$ cat src/rtl/ctl_pkg.sv
package ctl_pkg;

  localparam int OP_W    = 6;
  localparam int FN_W    = 6;
  localparam int ACLS_W  = 3;
  localparam int ACTL_W  = 3;

  localparam logic [OP_W-1:0] OPC_RREG  = 6'b000000;
  localparam logic [OP_W-1:0] OPC_ORIMM = 6'b001101;
  localparam logic [OP_W-1:0] OPC_LOAD  = 6'b100011;
  localparam logic [OP_W-1:0] OPC_STORE = 6'b101011;
  localparam logic [OP_W-1:0] OPC_BEQ   = 6'b000100;
  localparam logic [OP_W-1:0] OPC_JMP   = 6'b000010;

  localparam logic [FN_W-1:0] FN_ADD = 6'b100000;
  localparam logic [FN_W-1:0] FN_SUB = 6'b100010;
  localparam logic [FN_W-1:0] FN_AND = 6'b100100;
  localparam logic [FN_W-1:0] FN_OR  = 6'b100101;
  localparam logic [FN_W-1:0] FN_SLT = 6'b101010;

  typedef enum logic [ACLS_W-1:0] {
    ACLS_ADD  = 3'b000,
    ACLS_SUB  = 3'b001,
    ACLS_OR   = 3'b010,
    ACLS_RREG = 3'b100
  } alu_cls_e;

  typedef enum logic [ACTL_W-1:0] {
    ACTL_AND = 3'b000,
    ACTL_OR  = 3'b001,
    ACTL_ADD = 3'b010,
    ACTL_SUB = 3'b110,
    ACTL_SLT = 3'b111
  } alu_ctl_e;

  typedef struct packed {
    logic     dst_rd;
    logic     src_imm;
    logic     load_to_reg;
    logic     reg_we;
    logic     mem_we;
    logic     branch;
    logic     jump;
    logic     ext_signed;
    alu_cls_e cls;
  } steer_t;

endpackage

$ cat src/rtl/ctl_main_dec.sv
module ctl_main_dec
  import ctl_pkg::*;
(
  input  logic [OP_W-1:0] op_code,
  output steer_t          steer
);

  logic known;

  always_comb begin
    steer             = '0;
    steer.ext_signed  = 1'b1;
    steer.cls         = ACLS_ADD;
    case (op_code)
      OPC_RREG: begin
        steer.dst_rd = 1'b1;
        steer.reg_we = 1'b1;
        steer.cls    = ACLS_RREG;
      end
      OPC_ORIMM: begin
        steer.src_imm    = 1'b1;
        steer.reg_we     = 1'b1;
        steer.ext_signed = 1'b0;
        steer.cls        = ACLS_OR;
      end
      OPC_LOAD: begin
        steer.src_imm     = 1'b1;
        steer.load_to_reg = 1'b1;
        steer.reg_we      = 1'b1;
      end
      OPC_STORE: begin
        steer.src_imm = 1'b1;
        steer.mem_we  = 1'b1;
      end
      OPC_BEQ: begin
        steer.branch = 1'b1;
        steer.cls    = ACLS_SUB;
      end
      OPC_JMP: begin
        steer.jump = 1'b1;
      end
      default: ;
    endcase

    known = (op_code == OPC_RREG)  || (op_code == OPC_ORIMM) ||
            (op_code == OPC_LOAD)  || (op_code == OPC_STORE) ||
            (op_code == OPC_BEQ)   || (op_code == OPC_JMP);

    AST_MEM_REG_EXCL: assert (!(steer.mem_we && steer.reg_we)) else $error("store also writes register");
    AST_LOAD_PATH: assert (!steer.load_to_reg || (steer.reg_we && steer.src_imm)) else $error("load path incomplete");
    AST_BR_JMP_EXCL: assert (!(steer.branch && steer.jump)) else $error("branch and jump together");
    AST_UNKNOWN_QUIET: assert (known || (!steer.reg_we && !steer.mem_we)) else $error("unknown opcode writes");
    AST_ZEXT_ONLY_ORIMM: assert (steer.ext_signed || (op_code == OPC_ORIMM)) else $error("zero-extend on wrong opcode");
  end

endmodule

$ cat src/rtl/ctl_alu_dec.sv
module ctl_alu_dec
  import ctl_pkg::*;
(
  input  alu_cls_e        cls,
  input  logic [FN_W-1:0] fn_code,
  output alu_ctl_e        ctl
);

  always_comb begin
    case (cls)
      ACLS_RREG: begin
        case (fn_code)
          FN_ADD:  ctl = ACTL_ADD;
          FN_SUB:  ctl = ACTL_SUB;
          FN_AND:  ctl = ACTL_AND;
          FN_OR:   ctl = ACTL_OR;
          FN_SLT:  ctl = ACTL_SLT;
          default: ctl = ACTL_ADD;
        endcase
      end
      ACLS_OR:  ctl = ACTL_OR;
      ACLS_SUB: ctl = ACTL_SUB;
      default:  ctl = ACTL_ADD;
    endcase

    AST_CTL_LEGAL: assert (ctl != 3'b011 && ctl != 3'b100 && ctl != 3'b101) else $error("illegal ALU code");
    AST_NONREG_NO_LOGIC: assert (cls == ACLS_RREG || (ctl != ACTL_AND && ctl != ACTL_SLT)) else $error("funct leaked");
    AST_SUB_CLASS: assert (cls != ACLS_SUB || ctl == ACTL_SUB) else $error("subtract class lost");
  end

endmodule

$ cat src/rtl/opctl_decoder.sv
module opctl_decoder
  import ctl_pkg::*;
(
  input  logic [OP_W-1:0]   op_code,
  input  logic [FN_W-1:0]   fn_code,
  output logic              dst_rd,
  output logic              src_imm,
  output logic              load_to_reg,
  output logic              reg_we,
  output logic              mem_we,
  output logic              branch,
  output logic              jump,
  output logic              ext_signed,
  output logic [ACTL_W-1:0] alu_ctl
);

  steer_t   steer;
  alu_ctl_e ctl;

  ctl_main_dec u_main (
    .op_code (op_code),
    .steer   (steer)
  );

  ctl_alu_dec u_alu (
    .cls     (steer.cls),
    .fn_code (fn_code),
    .ctl     (ctl)
  );

  assign dst_rd      = steer.dst_rd;
  assign src_imm     = steer.src_imm;
  assign load_to_reg = steer.load_to_reg;
  assign reg_we      = steer.reg_we;
  assign mem_we      = steer.mem_we;
  assign branch      = steer.branch;
  assign jump        = steer.jump;
  assign ext_signed  = steer.ext_signed;
  assign alu_ctl     = ctl;

endmodule

$ cat config.mk
export PLATFORM = sky130hd
export DESIGN_NAME = opctl_decoder
export DESIGN_NICKNAME = d
export VERILOG_FILES = /design/src/rtl/ctl_pkg.sv /design/src/rtl/ctl_main_dec.sv /design/src/rtl/ctl_alu_dec.sv /design/src/rtl/opctl_decoder.sv
export SDC_FILE = /design/constraint.sdc
export NUM_CORES = 1
export LEC_CHECK = 0
export ABC_CLOCK_PERIOD_IN_PS = 1030
export BUFFER_PORTS_ARGS = -buffer_cell sky130_fd_sc_hd__buf_4
export CORE_AREA = 4 4 41 43
export DETAILED_ROUTE_END_ITERATION = 12
export DIE_AREA = 0 0 45 47
export MAX_ROUTING_LAYER = met4
export PLACE_DENSITY_LB_ADDON = 0.08
export SETUP_SLACK_MARGIN = 0.1
export SYNTH_ARGS = -nofsm -noshare
export SYNTH_HDL_FRONTEND = slang
export SYNTH_SLANG_ARGS = --single-unit
$ cat constraint.sdc
create_clock -name vclk -period 1.03
set_input_delay 0.103 -clock vclk [all_inputs]
set_output_delay 0.103 -clock vclk [all_outputs]
set_load 0.05 [all_outputs]
* Yosys cells after proc, flatten, opt, wreduce, memory -nomap -nowiden *
Index checks and enable logic that the tools add are counted.

operators by class
  equal/unequal tests = 12
  muxes and demuxes = 11
  reduce and logical (&&, ||, !) cells = 3

operator list
  operator                                       number
  == test 6 bit, second input constant           6
  case mux 3 bit (3 select lines)                2
  case mux 3 bit (4 select lines)                1
  2-to-1 mux 1 bit                               8
  == test 6 x 2 -> 1 bit, second input constant  1
  == test 6 x 3 -> 1 bit, second input constant  1
  == test 6 x 4 -> 1 bit, second input constant  1
  zero test 6 bit                                1
  OR reduction 3 bit                             2
  == test 3 x 1 -> 1 bit, second input constant  1
  == test 3 x 2 -> 1 bit, second input constant  1
  == test 3 bit, second input constant           1

word-level totals
  register bits = 0
  output and inout port bits = 11

* Depth between registers and ports, before layout *
Gate-level depths: netlist (run 1).

  word-level depth = 4
  mapped depth = 4
  depth with buffers taken out = 3

* Hierarchy *
A second synthesis (run 1) with hierarchy kept.

unflattened totals
  cell total of the unflattened synthesis = 34
  area total of the unflattened synthesis = 252.7 um2

by module, submodules not included
  module        instances  cells each  area each (um2)
  ctl_main_dec  1          21          150.1
  ctl_alu_dec   1          13          102.6

* Least setup slack after synthesis (run 1) *
OpenSTA, ideal clock, no wires.

  path kind = input port to output port
  start = input op_code[0]
  end = output jump
  arrival time = 1866 ps
  data required time = 927 ps
  path slack = -939 ps
  stages = 2
  cells stage by stage = nor3_2 -> nor4bb_1

on the way
  cells in the longest elaborated chain, start to end = 2

ends and longest elaborated chain
  what                    line                 source
  start: declaration      opctl_decoder.sv:4   input logic [OP_W-1:0] op_code,
  == test 6 x 2 -> 1 bit  n/a
  2-to-1 mux 1 bit        ctl_main_dec.sv:14   case (op_code)
  end: declaration        opctl_decoder.sv:12  output logic jump,

Every way passes these cells.

* Worst setup path in the final report (run 1) *
  start = input fn_code[1]
  end = output alu_ctl[0]

on the way
  cells in the longest elaborated chain, start to end = 3

ends and longest elaborated chain
  what                               line                 source
  start: declaration                 opctl_decoder.sv:5   input logic [FN_W-1:0] fn_code,
  == test 6 bit                      ctl_alu_dec.sv:12    case (fn_code)
  case mux 3 bit (4 select lines) *  ctl_alu_dec.sv:12
  case mux 3 bit (3 select lines) *  ctl_alu_dec.sv:10    case (cls)
  end: declaration                   opctl_decoder.sv:14  output logic [ACTL_W-1:0] alu_ctl

Every way passes the cells marked *; elsewhere a longest branch is shown, timed or not.

==> results.txt, run 1 <==
Post-Route WL = 995 microns
FFs & Latches = 0
Drt drc = 0
Post-Synth XOR/XNOR Area = 0
Hold Slack = 0.5088 ns
Antenna cells = 0
Via count = 352
VDD IR max = 0.1775 mV
Worst path buffer plus inverter count = 2
Synth Area in Compound Gates = 0.3691
Fmax = 742.0 MHz
Synthesized Nets = 38
GR Overflow Total = 0
Worst-Margin Slew = 0.2788 ns
Most used cell, CP = buf_6
Static Leak = 0.3529 nW
Final HPWL DP = 860.6 microns
GRT Total Usage = 0.1106
Adder-Cell Fraction of Synth Area = 0
Post-synthesis mux area share = 0
Setup ws final = -0.3178 ns
Min Tclk post-route = 1.348 ns
Initial core utilization = 0.1433
MaxCap Viol Count = 0
Failing checks = negative setup slack
Slowest-stage cell, CP = or3b_4
Fin. Hold Viols = 0
Area share of the largest cell type after synthesis = 0.1074
Core Region = 1301 sq um
FP Rows = 13
Main combinational cell family by area after synthesis = simple AND/OR/NAND/NOR gates
Fin cells = 79
Die Area = 2115 sq um
Crit path max-delay family = compound AO/OA/AOI/OAI gates
Synthesized area = 186.4 sq um
Cell total after placement = 77
Layout area overhead = 290.6%
Pin count of the biggest net entering global routing = 10
RSZ-0062 raised after global routing = yes
CP required = 0.93 ns
Initial DRT Pass Iterations = 2
IO Count = 23
Cell Pwr Density = 291.0 nW/um^2
Max incr delay on CP = 0.40 ns
Synth Area in Simple Gates = 0.5638
CP max FO = 2
Buffers on Ports = 23
Worst Setup End Kind = output pin
CP Class = in2out
Ys Warns = 0
Initial antenna violation count = 0
Crit start category = input port
Antenna viol nets, final = 0
Final design utilization = 0.5596
Area leader, netlist = o2bb2a_4
Syn_area_per_cell = 7.170 sq um
Number of DRC markers in iteration 0 = 1
Final setup viols = 6
Cell count after synthesis = 26
Die width = 45 microns
Vias in the first global route = 390
Hold WC Path Type = in2out
Cts hold-fix bufs = 0
Run status = finished with violations
Die extent in y = 47 microns
Routed vias/inst = 4.456
RePlAce Congestion = 0.6538
Crit path cell chain = buf_6 -> or3b_4 -> o2bb2a_4 -> o41ai_4 -> buf_6
Post-synthesis sequential area ratio = 0
First-pass GRT wire length = 1731 microns
Fin crit share = 1.309
Sequential Area = 0 sq um
Clkbuf count = 0
Synth cell types = 17
Worst EP arrival = 1.24 ns
DR WL/cell = 12.59 microns
Ratio of cells with drive above 1 in the final layout = 0.9063
Max-slew headroom = 0.8133
Layout Nets = 78
Final Max Slew Viols = 0
Synth top area cells = o2bb2a_4, o41ai_2, nor2_1
-- power breakdown --
group | internal [mW] | leakage (nW) | switching (mW) | total [mW]
Clock | 0 | 0 | 0 | 0
Sequential | 0 | 0 | 0 | 0
Combinational | 0.118 | 0.353 | 0.0938 | 0.212
Total | 0.118 | 0.353 | 0.0938 | 0.212
-- cells in the mapped netlist (all sizes together) --
master	number
nand2	3
o2bb2a	1
and3b	1
o221ai	1
o41a	1
nand4	1
nor4bb	1
nor3	1
nor2	4
a31oi	2
nor2b	2
inv	2
nor3b	1
or3b	1
buf	1
and3	2
o41ai	1
-- per-stage QoR --
| step | TNS (ns) | cell area [sq um] | worst slack (ns) | power (mW) |
|---|---|---|---|---|
| 5_1_grt | -1.175 | 728.2 | -0.3659 | 0.2251 |
| 4_1_cts | -0.9907 | 704.4 | -0.3396 | 0.2047 |
| 3_3_place_gp | -1.333 | 569.3 | -0.3528 | 0.1628 |
| 3_5_place_dp | -1.559 | 569.3 | -0.3789 | 0.1701 |
| 2_1_floorplan | -1.677 | 284.0 | -0.4253 | 0.07669 |
| 6_report | -0.9028 | 728.2 | -0.3178 | 0.2119 |
-- kinds of logic (layout without fill, tap and decap cells) --
family	count (synthesis)	after routing
AND/OR/NAND/NOR	17	17
AO/OA/AOI/OAI	6	6
buffers and inverters	3	41
-- metal layers --
layer | global-route usage | vias to the layer above | wire (microns)
met5 | - | - | 0
met4 | 0 | 0 | 0
met3 | 0 | 0 | 30
met2 | 0.2429 | 8 | 643
met1 | 0.1126 | 167 | 321
li1 | - | 177 | -
-- cell type report --
cell class / instances / area (sq um)
Fill cell: 123 / 573.1
Inverter: 2 / 7.507
Multi-Input combinational cell: 23 / 300.3
Tap cell: 15 / 18.77
Timing Repair Buffer: 39 / 401.6
-- worst paths after layout --
kind | startpoint | to | slack, ns | depth (start not counted)
setup / recovery | fn_code[1] | alu_ctl[0] | -0.32 | 5
hold / removal | op_code[2] | jump | 0.51 | 3
-- timing repair --
action	in CTS	in global routing
pin swaps	10	3
setup endpoints to repair	11	11
hold endpoints to repair	0	0
setup buffers	3	1
resized for setup	34	3
-- cell usage in the layout (no fill, tap or decap) --
cell,instances
buf_4,17
buf_6,15
buf_8,7
nor2_4,4
and3_4,2
inv_1,2
a31oi_1,2
nor2b_4,1
nand4_1,1
nor3_4,1
nand2_2,1
nand2_1,1
nor3b_2,1
or3b_4,1
o2bb2a_4,1
o41ai_4,1
o41a_4,1
and3b_2,1
nand2_4,1
nor4bb_4,1
o221ai_4,1
nor2b_2,1
Note: power is estimated with default switching activity, not from simulation.
==> inputs of run 2 (changes only) <==
--- a/config.mk
+++ b/config.mk
@@ -14,2 +14,3 @@
 export PLACE_DENSITY_LB_ADDON = 0.08
+export RECOVER_POWER = 25
 export SETUP_SLACK_MARGIN = 0.1
==> constraint.sdc (replaced) <==
create_clock -name vclk -period 1.03
set_input_delay 0.1545 -clock vclk [all_inputs]
set_output_delay 0.1545 -clock vclk [all_outputs]
set_load 0.05 [all_outputs]
==> results.txt, run 2 (synthesis gave the netlist of run 1 again) <==
Run status = finished with violations
Most common cell after layout, fill and taps aside = buf_4
Die extent in y = 47 microns (unchanged)
CP max FO = 2 (unchanged)
Max-slew headroom = 0.8229 (+0.009599)
Routed vias/inst = 4.543 (+2.0%)
Initial core utilization = 0.1433 (unchanged)
Worst-Margin Slew = 0.2644 ns (-0.01433 ns)
Filler Cell Count = 118 (-4.1%)
Buffers on Ports = 23 (unchanged)
Fin crit share = 1.392 (+0.08386)
RSZ-0062 raised after global routing = yes
Layout Nets = 80 (+2.6%)
Cts hold-fix bufs = 0 (unchanged)
Crit path cell chain = buf_6 -> or3b_4 -> o41a_4 -> buf_8
RePlAce Congestion = 0.6302 (-3.6%)
Antenna viol nets, final = 0 (unchanged)
IO Count = 23 (unchanged)
Worst setup path start = fn_code[1]
Vias in the first global route = 436 (+12%)
Number of DRC markers in iteration 0 = 3 (+2)
CP required = 0.88 ns (-0.05 ns)
VDD IR max = 0.1333 mV (-25%)
Final setup viols = 10 (+4)
Critical Path End = alu_ctl[1]
MaxCap Viol Count = 0 (unchanged)
Worst Setup End Kind = output pin
GRT Total Usage = 0.1221 (+0.01148)
Die Area = 2115 sq um (unchanged)
GR Overflow Total = 0 (unchanged)
CP Class = in2out
Antenna cells = 0 (unchanged)
Static Leak = 0.3802 nW (+7.7%)
FP Rows = 13 (unchanged)
Fmax = 697.3 MHz (-6.0%)
Cell Pwr Density = 295.0 nW/um^2 (+1.4%)
Max incr delay on CP = 0.48 ns (+0.08 ns)
Final Max Slew Viols = 0 (unchanged)
Die width = 45 microns (unchanged)
Final HPWL DP = 878.7 microns (+2.1%)
Crit start category = input port
Core Region = 1301 sq um (unchanged)
Commonest non-fill, non-tap cells in the layout = buf_4, buf_6, buf_8
Hold path start = op_code[2]
Ratio of cells with drive above 1 in the final layout = 0.9091 (+0.002841)
Layout area overhead = 316.8%
Sequential Area = 0 sq um (unchanged)
Finished Cell Area = 777.0 sq um (+6.7%)
Failing checks = negative setup slack
Drt drc = 0 (unchanged)
Fin. Hold Viols = 0 (unchanged)
Slowest-stage cell, CP = o41a_4
Min Tclk post-route = 1.434 ns (+0.08637 ns)
Worst EP arrival = 1.28 ns (+0.04 ns)
Placed cell area = 570.5 sq um (+0.22%)
Total Power = 0.2292 mW (+8.2%)
Initial DRT Pass Iterations = 4 (+2)
Place WS = -0.4761 ns (-0.09714 ns)
DR WL/cell = 13.42 microns (+6.5%)
Fin Setup TNS = -1.865 ns (-0.9618 ns)
Setup ws final = -0.4041 ns (-0.08637 ns)
Hold WC Path Type = in2out
Area of the multi-input gates = 300.3 sq um (unchanged)
Via count = 368 (+4.5%)
Initial antenna violation count = 0 (unchanged)
Hold Slack = 0.6802 ns (+0.1714 ns)
Clkbuf count = 0 (unchanged)
First-pass GRT wire length = 1869 microns (+8.0%)
Post-Route WL = 1087 microns (+9.2%)
Pin count of the biggest net entering global routing = 6 (-4)
FFs & Latches = 0 (unchanged)
-- run 2: cell count changes in the layout (fill, tap and decap cells not counted) --
cell | previous run | this run
buf_12 | 0 | 1
buf_6 | 15 | 16
bufbuf_16 | 0 | 1
buf_8 | 7 | 6
-- run 2: area by class of cell --
class / count / share of cell area
Timing Repair Buffer: 41 / 0.5797
Multi-Input combinational cell: 23 / 0.3865
Tap cell: 15 / 0.02415
Inverter: 2 / 0.009662
-- run 2: stage by stage --
step | instances | utilization
floorplan | 26 | -
global placement | 77 | 0.4385
detailed placement | 77 | 0.4385
CTS | 81 | 0.5913
global route | 81 | 0.5971
finish | 81 | 0.5971
-- run 2: power breakdown --
group,leakage [nW],internal (mW),switching (mW)
clock network,0,0,0
logic,0.380,0.136,0.0933
registers,0,0,0
total,0.380,0.136,0.0933
-- run 2: worst max-delay path: cells and delay by family --
kind	cells	cell delay, ns
AOI/OAI and AO/OA	1	0.48
and+or+nand+nor	1	0.40
buffers and inverters	2	0.25
-- run 2: worst min-delay path by stage --
stage             endpoint  slack [ns]  cells past startpoint
2_1_floorplan  load_to_reg        0.37                      1
3_3_place_gp          jump        0.68                      3
3_5_place_dp          jump        0.69                      3
4_1_cts         alu_ctl[1]        0.69                      3
5_1_grt         alu_ctl[1]        0.69                      3
6_report        alu_ctl[1]        0.68                      3
-- run 2: routing by layer --
metal | up-vias | part of all wire | track usage
li1 | 181 | - | -
met1 | 179 | 0.33 | 0.1287
met2 | 8 | 0.64 | 0.2627
met3 | 0 | 0.031 | 0
met4 | 0 | 0 | 0
met5 | - | 0 | -
-- run 2: what timing repair did --
item | 4_1_cts | 5_1_grt
resized for setup | 37 | 2
gates cloned | 1 | 0
pin swaps | 10 | 6
setup buffers | 5 | 0
endpoints found under the hold margin | 0 | 0
endpoints found under the setup margin | 11 | 11
